<file path="config.mk">
export PLATFORM = sky130hd
export DESIGN_NAME = dbi_bus_encoder
export DESIGN_NICKNAME = d
export VERILOG_FILES = /design/src/rtl/dbi_pkg.sv /design/src/rtl/dbi_group_enc.sv /design/src/rtl/dbi_group_dec.sv /design/src/rtl/dbi_bus_encoder.sv
export SDC_FILE = /design/constraint.sdc
export NUM_CORES = 1
export LEC_CHECK = 0
export ABC_AREA = 0
export ABC_CLOCK_PERIOD_IN_PS = 5900
export BUFFER_PORTS_ARGS = -buffer_cell sky130_fd_sc_hd__buf_2
export CAP_MARGIN = 25
export CORE_MARGIN = 2
export CORE_UTILIZATION = 34
export DETAILED_ROUTE_END_ITERATION = 8
export PLACE_DENSITY_LB_ADDON = 0.2
export SYNTH_ARGS = -nofsm -noshare
export SYNTH_HDL_FRONTEND = slang
export SYNTH_SLANG_ARGS = --single-unit
</file>
<file path="constraint.sdc">
create_clock -name clk -period 5.9 [get_ports clk]
set_input_delay 0.295 -clock clk [delete_from_list [all_inputs] [get_ports clk]]
set_output_delay 0.295 -clock clk [all_outputs]
set_load 0.02 [all_outputs]
</file>
<file path="src/rtl/dbi_pkg.sv">
package dbi_pkg;

    localparam int DBI_DATA_W  = 64;
    localparam int DBI_GROUP_W = 16;

    // How one group is placed on the wires
    typedef enum logic {
        SEND_TRUE     = 1'b0,
        SEND_INVERTED = 1'b1
    } dbi_sel_e;

endpackage

</file>
<file path="src/rtl/dbi_group_enc.sv">
module dbi_group_enc
    import dbi_pkg::*;
#(
    parameter int GROUP_W = DBI_GROUP_W
) (
    input  logic [GROUP_W-1:0] data,
    output logic [GROUP_W-1:0] wire_lvl,
    output logic               flag_n
);
    localparam int CNT_W = $clog2(GROUP_W + 1);
    localparam logic [CNT_W-1:0] LOW_LIMIT = CNT_W'(GROUP_W / 2);

    logic [CNT_W-1:0] ones;
    dbi_sel_e         sel;

    // Logical ones are the wires that would be low if sent as is
    always_comb begin
        ones = '0;
        for (int i = 0; i < GROUP_W; i++) begin
            ones = ones + CNT_W'(data[i]);
        end
    end

    always_comb begin
        sel      = (ones > LOW_LIMIT) ? SEND_INVERTED : SEND_TRUE;
        wire_lvl = (sel == SEND_INVERTED) ? data : ~data;
        flag_n   = (sel != SEND_INVERTED);
    end

endmodule

</file>
<file path="src/rtl/dbi_group_dec.sv">
module dbi_group_dec
    import dbi_pkg::*;
#(
    parameter int GROUP_W = DBI_GROUP_W
) (
    input  logic [GROUP_W-1:0] wire_lvl,
    input  logic               flag_n,
    output logic [GROUP_W-1:0] data
);
    // Undo the active-low level, then undo the group inversion
    always_comb begin
        data = (~wire_lvl) ^ {GROUP_W{~flag_n}};
    end

endmodule

</file>
<file path="src/rtl/dbi_bus_encoder.sv">
module dbi_bus_encoder
    import dbi_pkg::*;
#(
    parameter int DATA_W  = DBI_DATA_W,
    parameter int GROUP_W = DBI_GROUP_W
) (
    input  logic                           clk,
    input  logic                           rst,
    input  logic                           valid_in,
    input  logic [DATA_W-1:0]              data_in,
    output logic                           valid_out,
    output logic [DATA_W-1:0]              wire_data,
    output logic [DATA_W/GROUP_W-1:0]      wire_flag_n,
    input  logic [DATA_W-1:0]              rx_wire_data,
    input  logic [DATA_W/GROUP_W-1:0]      rx_flag_n,
    output logic [DATA_W-1:0]              rx_data
);
    localparam int NUM_GROUPS = DATA_W / GROUP_W;

    logic [DATA_W-1:0]     next_wire;
    logic [NUM_GROUPS-1:0] next_flag_n;

    for (genvar g = 0; g < NUM_GROUPS; g++) begin : g_grp
        dbi_group_enc #(.GROUP_W(GROUP_W)) i_enc (
            .data     (data_in[g*GROUP_W +: GROUP_W]),
            .wire_lvl (next_wire[g*GROUP_W +: GROUP_W]),
            .flag_n   (next_flag_n[g])
        );

        dbi_group_dec #(.GROUP_W(GROUP_W)) i_dec (
            .wire_lvl (rx_wire_data[g*GROUP_W +: GROUP_W]),
            .flag_n   (rx_flag_n[g]),
            .data     (rx_data[g*GROUP_W +: GROUP_W])
        );
    end

    always_ff @(posedge clk) begin
        if (rst) begin
            valid_out   <= 1'b0;
            wire_data   <= '1;
            wire_flag_n <= '1;
        end else begin
            valid_out <= valid_in;
            if (valid_in) begin
                wire_data   <= next_wire;
                wire_flag_n <= next_flag_n;
            end
        end
    end

endmodule

</file>
# Word level (Yosys, flattened, before mapping)
# Index checks and enable logic that the tools add are counted.
[word_totals]
reg_bits = 69
inputBits = 135
output_inout_bits = 133
wordCells = 95
[classes]
addsub = 60
order_cmp = 4
mux = 8
n_bitwise = 20
[op_table]
columns = ["op", "count"]
rows = [
  ["$add 5x1->5", 56],
  ["$not 16->16", 8],
  ["$mux 16", 4],
  ["$xor 16x16->16", 4],
  ["$gt 5x4->1 const B", 4],
  ["$add 1x1->2", 4],
  ["$not 1->1", 8],
  ["$mux 1", 4],
]

# Logic depth before layout (Yosys ltp)
# Gate-level depths: netlist of the first run.
[depth]
ltp_word = 18
mapped_depth = 17
ltp_nobuf = 15

# Hierarchy
# Synthesis of the first run repeated with hierarchy kept, for this count alone.
[hier_totals]
hier_cells = 574
area_unflattened_um2 = 5741.8
[by_module_without_submodules]
columns = ["module", "instances", "cells_each", "area_per_inst_um2", "seq_area_each_um2"]
rows = [
  ["dbi_bus_encoder", 1, 229, 2587.5, 1381.3],
  ["dbi_group_dec", 4, 18, 171.4, 0.0],
  ["dbi_group_enc (g_grp[3].i_enc)", 1, 68, 669.4, 0.0],
  ["dbi_group_enc (g_grp[0].i_enc)", 1, 70, 615.6, 0.0],
  ["dbi_group_enc (g_grp[1].i_enc)", 1, 67, 594.3, 0.0],
  ["dbi_group_enc (g_grp[2].i_enc)", 1, 68, 589.3, 0.0],
]

# Worst setup path after synthesis of the first run
# OpenSTA, ideal clock, no wires.
[synth_timing]
path_kind = "input port to flip-flop"
start = "input port data_in[16]"
end = "register wire_data[26]"
setup_time_ns = 0.128
t_arrival_ns = 4.547
required_time_ns = 5.772
slack_ns = 1.225
cell_stages = 14
n_path_buf = 1
path_cell_list = "ha_1 -> inv_1 -> fa_1 -> fa_1 -> fa_1 -> fa_1 -> fa_1 -> fa_1 -> nand4b_1 -> a31oi_1 -> a2111oi_4 -> buf_6 -> xnor2_1 -> o21ai_1"
[synth_via]
elab_chain_len = 18
[synth_lines]
columns = ["item", "line_no", "text"]
rows = [
  ["from (decl)", "dbi_bus_encoder.sv:10", "input logic [DATA_W-1:0] data_in,"],
  ["$add 1x1->2", "dbi_group_enc.sv:20", "ones = ones + CNT_W'(data[i]);"],
  ["$add 5x1->5 (14 in series)", "dbi_group_enc.sv:20", ""],
  ["$gt 5x4->1", "dbi_group_enc.sv:25", "sel = (ones > LOW_LIMIT) ? SEND_INVERTED : SEND_TRUE;"],
  ["$mux 1", "dbi_group_enc.sv:25", ""],
  ["$mux 16", "dbi_group_enc.sv:26", "wire_lvl = (sel == SEND_INVERTED) ? data : ~data;"],
  ["to (signal assigned)", "dbi_bus_encoder.sv:45", "wire_data <= next_wire;"],
  ["to (decl)", "dbi_bus_encoder.sv:12", "output logic [DATA_W-1:0] wire_data,"],
]
# No other way between the ends.
# A chain may end at the register's enable or synchronous reset.

# Worst setup path after layout of the first run
[layout_timing]
start = "input port data_in[16]"
end = "register wire_data[16]"
[layout_via]
elab_chain_len = 18
elab_cells_between_ends = 19
classes_between = "15 x add/sub; 1 x order compare; 2 x mux; 1 x bitwise"
[layout_lines]
columns = ["item", "line_no"]
rows = [
  ["$add 1x1->2", "dbi_group_enc.sv:20"],
  ["$add 5x1->5 (14 in series)", "dbi_group_enc.sv:20"],
  ["$gt 5x4->1", "dbi_group_enc.sv:25"],
  ["$mux 1", "dbi_group_enc.sv:25"],
  ["$mux 16 *", "dbi_group_enc.sv:26"],
]
# Mark *: on every way between the ends. The rest lies on a longest branch, timed or not.

==> flow_summary.json, run 1 <==
{
  "power_leakage_nw": 3.46,
  "num-nets-final": 1047,
  "antenna_cells": 0,
  "hold_viol_final": 0,
  "power_frac_seq": 0.197,
  "synth-warning-count": 0,
  "grtUsageMet1": 0.215,
  "viasPerCell": 4.76,
  "clk_pin_slew_ps": 60,
  "post-synth-top-area-fraction": 0.262,
  "drtIter0Drc": 193,
  "synth_cells": 606,
  "clkPwrFrac": 0.163,
  "maxCapViolCount": 0,
  "post-route-drc-count": 0,
  "cts_buffers": 9,
  "status": "completed",
  "syn_avg_cell_area_um2": 8.70,
  "synth_common_cells": "a21oi_1 (94), inv_1 (89), dfxtp_1 (69)",
  "nFillCells": 1569,
  "cp_max_fo": 7,
  "yosysTopAreaCell": "dfxtp_1",
  "grtUsageTotal": 0.167,
  "cp-end-kind": "register",
  "synth.area.top_cells": "dfxtp_1 (26%), fa_1 (15%), xor2_1 (11%)",
  "setup_viol": 0,
  "crit_path_frequent_cell": "fa_1",
  "netlist_area_um2": 5270,
  "critPathKind": "in2reg",
  "busiest_layer": "met2",
  "ys_ff_latch": 69,
  "clock_skew_ps": 0,
  "pin_count": 268,
  "cts_buffer_depth": 2,
  "relSlewSlack": 0.535,
  "min_period_ps": 4710,
  "syn2layout_area_growth_pct": 34.0,
  "vias": 4969,
  "p_per_area_nw_per_um2": 481,
  "clockRootBuffer": "clkbuf_16",
  "slew_viol_final": 0,
  "worstMarginPinSlew_ps": 694,
  "vdd_drop_max_v": 0.000216,
  "dp_hpwl_mm": 11.2,
  "synth_edf_count": 0,
  "synth_nets": 801,
  "grt_pass1_vias": 4609,
  "crit_required_ps": 6100,
  "p_comb_frac": 0.640,
  "die_area_um2": 16500,
  "multi_input_area_um2": 3380,
  "layout-drive-gt1-share": 0.358,
  "portBuffers": 267,
  "cts_resized": 0,
  "rsz0062_at_grt": "false",
  "postCtsHoldBufs": 0,
  "ant_nets": 0,
  "dr.pass1.iters": 4,
  "power.switching_mw": 1.59,
  "cts_setup_buffers": 0,
  "grt_max_degree": 79,
  "hp-class": "in2reg",
  "ys_dominant_reg_cell": "dfxtp_1",
  "worstPathArrival_ps": 4910,
  "gr-usage-met3": 0.0420,
  "clock_latency_ps": 340,
  "std_cell_rows": 45,
  "cts_tree": "yes",
  "totalWireLength_mm": 14.3,
  "intPower_mw": 1.81,
  "post_drt_wl_per_cell_um": 13.7,
  "antenna_found_initial": 0,
  "power_mw": 3.40,
  "grt_pass1_wl_mm": 22.0,
  "sw_frac_of_total": 0.467,
  "core_area_um2": 15200,
  "cpLargestDelayFamily": "adder cells",
  "die_x_um": 129,
  "ys_types": 34,
  "die_y_um": 129,
  "tns_ps": 0,
  "grtUsageMet2": 0.278,
  "crit_chain": "buf_2 > ha_1 > inv_1 > fa_1 > fa_1 > fa_1 > fa_1 > fa_1 > fa_1 > nand4b_1 > a31oi_1 > a2111oi_4 > buf_4 > xor2_1 > o21ai_0",
  "cp_num_buf_inv": 3,
  "clock.fmax_ghz": 0.212,
  "start_kind": "input pin",
  "fin_crit_sh": 0.798,
  "max_stage_delay_ps": 600,
  "grt_overflow_total": 0,
  "globalplace.congestion": 0.774,
  "crit_path_top_delay_cell": "a2111oi_4",
  "seq_area_um2": 1380,
  "yosysSeqAreaShare": 0.262,
  "yosysMostFrequentCell": "a21oi_1",
  "cts_sinks": 69,
  "initial_core_util": 0.347,
  "synthArstFlopShare": 0,
  "h-tree-depth": 3
}
[layout by cell type (no fill, tap or decap), types with 3 or more instances in the layout]
master | synthesis | final
a31oi_1 | 4 | 4
a31o_2 | 6 | 6
buf_4 | 0 | 10
inv_1 | 89 | 88
and3b_1 | 4 | 4
nor3_1 | 30 | 30
xor2_1 | 68 | 68
dfxtp_1 | 69 | 69
buf_2 | 1 | 267
nor2_1 | 3 | 3
nand3b_1 | 4 | 4
fa_1 | 40 | 40
or2_2 | 4 | 4
clkbuf_16 | 0 | 9
nand4b_1 | 6 | 6
o31ai_1 | 28 | 28
o21ai_1 | 26 | 26
clkinv_2 | 0 | 3
or3_1 | 4 | 4
a21oi_1 | 94 | 94
xnor2_1 | 28 | 28
a21o_1 | 4 | 4
ha_1 | 20 | 20
o21ai_0 | 12 | 12
clkinvlp_4 | 0 | 3
[kinds of logic (layout without fill, tap and decap cells)]
group	count (synthesis)	in the layout	synth area share
AOI/OAI and AO/OA	180	180	0.202
xor gates and xnor gates	96	96	0.160
adders and majority gates	60	60	0.199
buffers and inverters	132	383	0.0971
DFF	69	69	0.262
and+or+nand+nor	69	69	0.0795
[final cells by class]
type | count | area share
Clock buffer | 10 | 0.0338
Sequential cell | 69 | 0.196
Timing Repair Buffer | 278 | 0.203
Clock inverter | 6 | 0.00886
Inverter | 89 | 0.0475
Multi-Input combinational cell | 405 | 0.478
Tap cell | 188 | 0.0333
[sequential cells by signal, summed over array words and instances, names as in the netlist]
register / flops
wire_flag_n: 4
wire_data: 64
valid_out: 1
[tightest hold or removal path: stages]
cell	delay (ps)
buf_2	100
xor2_1	60
o21ai_0	120
[through the flow]
step | hold slack [ps] | std cells | setup WS (ps) | utilization | instance area [um^2]
floorplan | 482 | 606 | 1230 | - | 5270
global placement | 446 | 1028 | 899 | 0.443 | 6740
detailed placement | 454 | 1028 | 842 | 0.443 | 6740
CTS | 253 | 1044 | 1190 | 0.463 | 7040
global route | 284 | 1045 | 929 | 0.465 | 7060
finish | 265 | 1045 | 1190 | 0.465 | 7060
[layer usage]
metal / part of all wire / vias to the layer above
met1: 0.45 / 2233
met4: 0.011 / 0
met3: 0.080 / 12
met5: 0 / -
met2: 0.46 / 213
li1: - / 2511
[path summary, 6_finish.rpt]
path,slack (ps),cells past startpoint,startpoint,to
max,1190,15,data_in[16],wire_data[16]
min,270,3,data_in[17],wire_data[17]
max reg2reg,5080,3,wire_flag_n[1],wire_flag_n[1]
min reg2reg,460,1,wire_flag_n[0],wire_flag_n[0]
[power groups by stage]
stage | registers (mW) | clock network, mW | logic (mW)
final | 0.669 | 0.554 | 2.17
after global routing | 0.687 | 0.588 | 2.41
after CTS | 0.670 | 0.572 | 2.19
after detailed placement | 0.679 | 0 | 2.18
after global placement | 0.678 | 0 | 2.16
after floorplan | 0.835 | 0 | 1.46
Note: power is estimated with default switching activity, not from simulation.
==> inputs of run 2 (changes only) <==
- ABC_AREA: 0 -> 1
- ABC_CLOCK_PERIOD_IN_PS: 5900 -> 4100
- clock period: 5.9 -> 4.1 ns (I/O delays scaled with it)
==> flow_summary.json, run 2 <==
{
  "cts_buffers": 9,
  "synthArstFlopShare": 0,
  "vdd_drop_max_v": 0.000294,
  "power_leakage_nw": 3.92,
  "preCtsSetupSlack_ps": -237,
  "initial_core_util": 0.345,
  "grt_pass1_wl_mm": 24.4,
  "hp-class": "in2reg",
  "grtUsageTotal": 0.179,
  "grt_max_degree": 65,
  "topRoutingLayerUsed": "met4",
  "r2r_cells": 2,
  "die_x_um": 130,
  "crit_chain": "buf_2 > ha_1 > inv_1 > fa_1 > fa_1 > fa_1 > fa_1 > fa_2 > fa_2 > nand4_2 > nand3_4 > buf_12 > nand3_1 > nand3_1 > nand2_1",
  "die_area_um2": 17000,
  "cts_tree": "yes",
  "synthAdderAreaFrac": 0.193,
  "synth_nets": 922,
  "cts_buffer_depth": 2,
  "core_area_um2": 15800,
  "std_cell_rows": 46,
  "yosysSeqAreaShare": 0.254,
  "clock_skew_ps": 0,
  "viasPerCell": 4.53,
  "status": "completed",
  "clock.fmax_ghz": 0.253,
  "yosys.area_share.simple": 0.254,
  "cp-end-kind": "register",
  "post-route-drc-count": 0,
  "slew_viol_final": 0,
  "wl_met3_um": 977,
  "seq_area_um2": 1380,
  "p_per_area_nw_per_um2": 652,
  "final_common_cell": "buf_2",
  "cp_max_fo": 16,
  "dp_hpwl_mm": 12.0,
  "regMostFlops": "wire_data",
  "synth-compound-area-share": 0.0766,
  "rsz0062_at_grt": "false",
  "max_stage_delay_ps": 540,
  "p_comb_frac": 0.641,
  "cp.depth": 15,
  "die_y_um": 130,
  "synthMuxAreaShare": 0,
  "h-tree-depth": 3,
  "clockRootBuffer": "clkbuf_16",
  "antenna_cells": 0,
  "pin_count": 268,
  "drtIter0Drc": 211,
  "crit_required_ps": 4330,
  "antenna_found_initial": 0,
  "wl_met2_mm": 7.63,
  "setup_viol": 0,
  "worstMarginPinSlew_ps": 708,
  "totalWireLength_mm": 15.3,
  "ys_types": 26,
  "grt_pass1_vias": 5060,
  "intPower_mw": 2.58,
  "syn2layout_area_growth_pct": 36.2,
  "ys_ff_latch": 69,
  "syn_avg_cell_area_um2": 7.48,
  "setup_ws_ps": 151,
  "num-nets-final": 1184,
  "ant_nets": 0,
  "synth-warning-count": 0,
  "fin_cells": 1210,
  "crit_path_frequent_cell": "fa_1",
  "hold_viol_final": 0,
  "vias": 5476,
  "layout_common_cells": "buf_2 (267), nand2_1 (151), nand3_1 (134), inv_1 (107)",
  "cts_sinks": 69,
  "clock_latency_ps": 330,
  "dp.cells": 1194,
  "crit_path_top_delay_cell": "fa_1",
  "whs_path_depth": 4,
  "grt_overflow_total": 0,
  "post-synth-top-area-fraction": 0.254,
  "synth_edf_count": 0,
  "cpLargestDelayFamily": "adder cells",
  "critPathKind": "in2reg",
  "globalplace.congestion": 0.847,
  "dr.pass1.iters": 4,
  "power_frac_seq": 0.191,
  "synth_xor_xnor_area_share": 0.103,
  "multi_input_area_um2": 3440,
  "largestRegisters": "wire_data x64, wire_flag_n x4, valid_out x1",
  "netlist_area_um2": 5440,
  "yosysMostFrequentCell": "nand2_1",
  "ys_dominant_reg_cell": "dfxtp_1",
  "layout-drive-gt1-share": 0.334,
  "synth_cells": 727,
  "nFillCells": 1676,
  "fin_crit_sh": 0.963,
  "synth_top_family_by_area": "simple AND/OR/NAND/NOR gates",
  "relSlewSlack": 0.527,
  "hold_ws_ps": 181,
  "worstPathArrival_ps": 4180,
  "synth_common_cells": "nand2_1 (151), nand3_1 (134), inv_1 (107)",
  "clkPwrFrac": 0.168,
  "synth.area.top_cells": "dfxtp_1 (25%), fa_1 (15%), nand3_1 (12%)",
  "post_drt_wl_per_cell_um": 12.6,
  "yosysTopAreaCell": "dfxtp_1",
  "met1_length_mm": 6.45,
  "cp_num_buf_inv": 3,
  "largest_register_ffs": 64,
  "min_period_ps": 3950,
  "portBuffers": 267,
  "postCtsHoldBufs": 0,
  "clk_pin_slew_ps": 50,
  "power.switching_mw": 2.24,
  "start_kind": "input pin",
  "maxCapViolCount": 0,
  "sw_frac_of_total": 0.465
}
## run 2: metrics by stage
stage | util | total power [mW] | setup TNS (ps) | cell area, um^2
2_1_floorplan | - | 3.11 | 0 | 5440
3_3_place_gp | 0.448 | 3.99 | -10090 | 7060
3_5_place_dp | 0.448 | 4.01 | -11660 | 7060
5_1_grt | 0.470 | 5.32 | 0 | 7410
4_1_cts | 0.468 | 4.85 | 0 | 7370
6_report | 0.470 | 4.83 | 0 | 7410
## run 2: power by group through the flow
stage	logic (mW)	registers, mW	clock network (mW)
6_report	3.09	0.921	0.811
4_1_cts	3.09	0.923	0.840
2_1_floorplan	1.97	1.14	0
3_5_place_dp	3.07	0.935	0
5_1_grt	3.51	0.943	0.867
3_3_place_gp	3.05	0.934	0
## run 2: layout make-up
class / count / share of cell area
clock inverter: 5 / 0.00794
inverter: 111 / 0.0563
tap: 216 / 0.0365
sequential: 69 / 0.187
timing repair buffer: 293 / 0.214
multi-input combinational: 505 / 0.465
clock buffer: 11 / 0.0341
## run 2: logic make-up (layout without fill, tap and decap cells)
group | Yosys count | in the layout
buffers and inverters | 153 | 420
adder cells (fa/ha/maj) | 60 | 60
flip-flops | 69 | 69
AND/OR/NAND/NOR | 303 | 303
AO/OA/AOI/OAI | 78 | 78
XOR/XNOR | 64 | 64
## run 2: worst paths after layout
path | from | to | slack [ps]
worst max register to register | wire_flag_n[1] | wire_flag_n[1] | 3440
worst min register to register | wire_data[8] | wire_data[8] | 460
worst max-delay path | data_in[48] | wire_data[51] | 150
worst min-delay path | data_in[7] | wire_data[7] | 180
## run 2: tightest hold or removal path: stages
cell	delay, ps
buf_2	90
nand3_1	60
nand3_1	80
nand2_1	40
## run 2: what timing repair did
action | in CTS | in global routing
setup endpoints to repair | 0 | 48
gates resized for setup | 0 | 9
setup buffers | 0 | 0
## run 2: per-layer routing
metal / vias up / global-route usage
met3: 16 / 0.0432
met5: - / 0
li1: 2815 / -
met1: 2456 / 0.224
met2: 189 / 0.310
met4: 0 / 0.0513
